[src/rtl/irq_prio_ctrl.sv]
module irq_prio_ctrl (
  input  logic        clk,
  input  logic        rst_n,
  input  logic        ext6_n,
  input  logic        ext2_n,
  input  logic        vblank_stb,
  input  logic        coproc_stb,
  input  logic        wr_en,
  input  logic        wr_sel,
  input  logic [15:0] wr_data,
  input  logic        rd_sel,
  output logic [15:0] rd_data,
  output logic [2:0]  ipl
);

  localparam int BIT_SETCLR = 15;
  localparam int BIT_MASTER = 14;
  localparam int BIT_EXT6   = 13;
  localparam int BIT_VBL    = 5;
  localparam int BIT_COP    = 4;
  localparam int BIT_EXT2   = 3;
  localparam logic [15:0] REQ_MASK = (16'h1 << BIT_EXT6) | (16'h1 << BIT_VBL) |
                                     (16'h1 << BIT_COP)  | (16'h1 << BIT_EXT2);
  localparam logic [15:0] EN_MASK  = REQ_MASK | (16'h1 << BIT_MASTER);

  logic [15:0] req_q, en_q, hw_set, req_d, en_d, active;
  logic [1:0]  sync6, sync2;
  logic        vbl_prev, cop_prev, vbl_rise, cop_rise;

  function automatic logic [15:0] apply_wr(input logic [15:0] cur,
                                           input logic [15:0] d,
                                           input logic [15:0] mask);
    if (d[BIT_SETCLR]) return cur | (d & mask);
    else               return cur & ~(d & mask);
  endfunction

  assign vbl_rise = vblank_stb & ~vbl_prev;
  assign cop_rise = coproc_stb & ~cop_prev;

  always_comb begin
    hw_set           = '0;
    hw_set[BIT_EXT6] = ~sync6[1];
    hw_set[BIT_EXT2] = ~sync2[1];
    hw_set[BIT_VBL]  = vbl_rise;
    hw_set[BIT_COP]  = cop_rise;
  end

  assign req_d = ((wr_en && !wr_sel) ? apply_wr(req_q, wr_data, REQ_MASK) : req_q) | hw_set;
  assign en_d  = (wr_en && wr_sel) ? apply_wr(en_q, wr_data, EN_MASK) : en_q;

  always_ff @(posedge clk or negedge rst_n) begin
    if (!rst_n) begin
      sync6    <= 2'b11;
      sync2    <= 2'b11;
      vbl_prev <= 1'b0;
      cop_prev <= 1'b0;
      req_q    <= '0;
      en_q     <= '0;
    end else begin
      sync6    <= {sync6[0], ext6_n};
      sync2    <= {sync2[0], ext2_n};
      vbl_prev <= vblank_stb;
      cop_prev <= coproc_stb;
      req_q    <= req_d;
      en_q     <= en_d;
    end
  end

  assign active = req_q & en_q & {16{en_q[BIT_MASTER]}};

  always_comb begin
    if (active[BIT_EXT6])                      ipl = 3'd6;
    else if (active[BIT_VBL] || active[BIT_COP]) ipl = 3'd3;
    else if (active[BIT_EXT2])                 ipl = 3'd2;
    else                                       ipl = 3'd0;
  end

  assign rd_data = (rd_sel ? en_q : req_q) & {1'b0, 15'h7FFF};


  master_gate_chk: assert property (@(posedge clk) disable iff (!rst_n)
    !en_q[BIT_MASTER] |-> ipl == 3'd0);


  vbl_latch_chk: assert property (@(posedge clk) disable iff (!rst_n)
    $rose(vblank_stb) |=> req_q[BIT_VBL]);


  cop_latch_chk: assert property (@(posedge clk) disable iff (!rst_n)
    $rose(coproc_stb) |=> req_q[BIT_COP]);


  ext6_hold_chk: assert property (@(posedge clk) disable iff (!rst_n)
    !sync6[1] |=> req_q[BIT_EXT6]);


  vbl_clear_chk: assert property (@(posedge clk) disable iff (!rst_n)
    (wr_en && !wr_sel && !wr_data[BIT_SETCLR] && wr_data[BIT_VBL] &&
     !(vblank_stb && !vbl_prev)) |=> !req_q[BIT_VBL]);


  level_six_chk: assert property (@(posedge clk) disable iff (!rst_n)
    (en_q[BIT_MASTER] && en_q[BIT_EXT6] && req_q[BIT_EXT6]) |-> ipl == 3'd6);

endmodule

[config.mk]
export PLATFORM = sky130hd
export DESIGN_NAME = irq_prio_ctrl
export DESIGN_NICKNAME = d
export VERILOG_FILES = /design/src/rtl/irq_prio_ctrl.sv
export SDC_FILE = /design/constraint.sdc
export NUM_CORES = 1
export LEC_CHECK = 0
export BUFFER_PORTS_ARGS = -buffer_cell sky130_fd_sc_hd__buf_2
export CORE_ASPECT_RATIO = 1.4
export CORE_MARGIN = 5
export CORE_UTILIZATION = 40
export DETAILED_ROUTE_END_ITERATION = 7
export PLACE_DENSITY = 0.73
export SETUP_SLACK_MARGIN = 0.3
export SLEW_MARGIN = 15
export SYNTH_ARGS = -nofsm -noshare
export SYNTH_HDL_FRONTEND = slang
export SYNTH_SLANG_ARGS = --single-unit
[constraint.sdc]
create_clock -name clk -period 1.7 [get_ports clk]
set_input_delay 0.17 -clock clk [delete_from_list [all_inputs] [get_ports clk]]
set_output_delay 0.17 -clock clk [all_outputs]
set_load 0.01 [all_outputs]
==> metrics.md <==
| Metric | Value |
|---|---|
| Clk slew on worst S/H paths | `0.08 ns` |
| CTS Buffer Depth | `2` |
| Post-detail-place hpwl | `1.13 mm` |
| Antenna viol nets, final | `0` |
| # clock sinks | `15` |
| Die Y-Extent | `63.2 um` |
| FMAX | `0.773 GHz` |
| First drt pass iteration count | `2` |
| Layout cells sized above 1 | `41.4%` |
| Final core occ | `49.4%` |
| Total power | `0.000815 W` |
| Setup Total Neg Slack | `0 ns` |
| Later-pin clock latency in the skew report | `0.27 ns` |
| WL met3 | `133 um` |
| Layout area overhead | `18.9%` |
| Filler cell count in the final layout | `189` |
| Placed Cells | `110` |
| CP max-delay cell | `dfrtp_1` |
| Remaining Overflow, GRT | `0` |
| NumNets Final | `125` |
| Largest net degree at the start of global routing | `16` |
| Top layer in use | `met4` |
| Buf/Inv on CP | `1` |
| Worst Hold Class | `in -> reg` |
| CTS tree | `done` |
| Crit end category | `output pin` |
| Met2 routed WL | `775 um` |
| Clock root cell | `clkbuf_4` |
| Final Max Slew Viols | `0` |
| Routed WL | `1.43 mm` |
| Pwr/cell area | `847 mW/mm^2` |
| Vias in the first global route | `545` |
| Reg-to-reg endpoint | `req_q[4]` |
| CORE AREA | `0.00195 sq mm` |
| Initial Utilization | `41.5%` |
| Critical hold path startpoint | `wr_data[5]` |
| Synth Register Bits | `15` |
| Fin crit share | `76.1%` |
| Register area | `380 sq um` |
| Wire length per cell | `11.9 um` |
| Worst-path cell chain | `a22oi_2 -> a21oi_1 -> buf_2` |
| Peak per-stage delay on the critical path | `0.40 ns` |
| Multi-input gate area | `339 sq um` |
| WP data arrival | `1.12 ns` |
| Vias | `576` |
| H-tree depth | `1` |
| CP Class | `reg -> out` |
| Netlist cell types | `26` |
| WHS Endpoint | `req_q[5]` |
| Reg2Reg Launch Point | `req_q[4]` |
| Design area | `962 sq um` |
| Setup crit start kind | `flop` |
| Reg2reg setup slack | `0.74 ns` |
| Setup violators final | `0` |
| Synth Cell Area | `810 sq um` |
| Full die area | `0.00304 sq mm` |
| 1st-iter DRT viols | `8` |
| Mean Syn Cell Area | `11.4 sq um` |
| DRC viols | `0` |
| RSZ-0062 raised after global routing | `yes` |
| Routability Congestion | `0.765` |
| Hold Violations, Final | `0` |
| Critical path data required time | `1.53 ns` |
| Std-Cell Rows | `19` |
| CTS Buf Count | `3` |
| Boundary pin count | `44` |
| Max rail drop VDD | `0.000432 V` |
| Crit-path max FO | `3` |
| Initial antenna violation count | `0` |
| Antenna Cells | `0` |
| Crit path max-delay family | `flip-flops` |
| Worst Reg-to-Reg Cells | `2` |
| Hold Path Depth | `3` |
| Chip Width | `48.0 um` |
| Port-buffer cells | `22` |
| Post-Route M1 WL | `491 um` |
| Max_cap viols | `0` |
| First-pass GRT wire length | `2.41 mm` |
| Status | `finished clean` |
| Sequential share of the synthesized area | `47.0%` |
| Non-Filler Instances | `120` |
| Placed cell area | `873 sq um` |
| Leakage power | `0.482 nW` |
| Post-layout min period | `1.29 ns` |
| Via density per instance | `4.80` |
| Yosys warns | `0` |
| Total track usage | `11.2%` |
| Layout Skew | `0.000566 ns` |
| Cells after Synth | `71` |
timing repair:
action,in CTS,in global routing
endpoints found under the hold margin,13,2
setup endpoints to repair,0,2
setup buffers,0,1
resized for setup,0,1
hold buffers,3,2
Yosys cell counts, drive strengths merged:
cell / number / share of area (%)
and4b: 1 / 1.2
conb: 1 / 0.46
mux2: 6 / 9.7
o211ai: 2 / 1.9
nand3b: 1 / 0.93
a21oi: 1 / 0.62
and3b: 3 / 3.7
and3: 1 / 0.77
buf: 13 / 13
nand2: 3 / 1.4
inv: 6 / 2.8
dfrtp: 11 / 34
a221o: 1 / 1.2
nand4b: 3 / 3.2
o21ai: 3 / 1.9
clkbuf: 1 / 0.62
o221ai: 1 / 1.1
and2: 1 / 0.77
a22oi: 2 / 1.9
nand3: 5 / 4.9
a211oi: 1 / 0.93
dfstp: 4 / 13
metal layers:
layer	track usage (%)	up-vias
li1	-	283
met1	12.1	269
met2	17.9	22
met3	2.56	2
met4	8.08	0
met5	0	-
cells in the final DEF (no fill, tap or decap), types with 2 or more instances in the layout:
| cell | netlist | layout |
|---|---|---|
| and3b_2 | 3 | 3 |
| nand3_2 | 3 | 3 |
| buf_2 | 0 | 22 |
| o211ai_1 | 2 | 2 |
| inv_1 | 6 | 6 |
| nand2_1 | 3 | 3 |
| dfrtp_1 | 11 | 11 |
| dlygate4sd3_1 | 0 | 5 |
| dfstp_2 | 4 | 4 |
| mux2_4 | 3 | 3 |
| nand3_1 | 2 | 2 |
| conb_1 | 1 | 11 |
| mux2_1 | 2 | 2 |
| nand4b_1 | 3 | 3 |
| clkbuf_4 | 0 | 3 |
| o21ai_0 | 3 | 3 |
logic make-up (layout without fill, tap and decap cells):
kind of cell	count (synthesis)	after routing	synth area share, %
AND/OR/NAND/NOR	18	18	17.0
other	1	11	0.463
buffers and inverters	20	38	16.4
flip-flops	15	15	47.0
multiplexers	6	6	9.74
AO/OA/AOI/OAI	11	11	9.43
cell type report:
type / count / area share (%)
Clock buffer: 4 / 2.73
Inverter: 6 / 2.34
Multi-Input combinational cell: 46 / 35.2
Sequential cell: 15 / 39.5
Tap cell: 21 / 2.73
Timing Repair Buffer: 28 / 17.4
stage by stage:
step / worst slack [ns] / hold WS [ns]
2_1_floorplan: 0.764 / -0.126
3_3_place_gp: 0.650 / 0.0849
3_5_place_dp: 0.636 / 0.0909
4_1_cts: 0.327 / 0.00507
5_1_grt: 0.297 / 0.207
6_report: 0.407 / 0.208
worst register-to-register path, cell delays in order, from the launching register on:
cell,delay [ns]
dfrtp_1,0.41
buf_4,0.14
a221o_1,0.30
power breakdown:
group	total [W]	leakage, nW	switching [W]	internal (W)
Clock	0.000193	0.0150	0.000102	0.0000908
Sequential	0.000427	0.164	0.0000296	0.000398
Combinational	0.000195	0.303	0.0000947	0.0000999
Total	0.000815	0.482	0.000226	0.000589
worst max path at each step:
stage | end | cells after the start | slack [ns] | start
after floorplan | ipl[0] | 1 | 0.76 | flop
after global placement | ipl[1] | 3 | 0.65 | req_q[4]
after detailed placement | ipl[1] | 3 | 0.64 | req_q[4]
after CTS | ipl[1] | 3 | 0.33 | req_q[4]
after global routing | ipl[0] | 3 | 0.30 | req_q[4]
final | ipl[1] | 3 | 0.41 | flop
No activity file was read; power rests on OpenSTA's default activity.
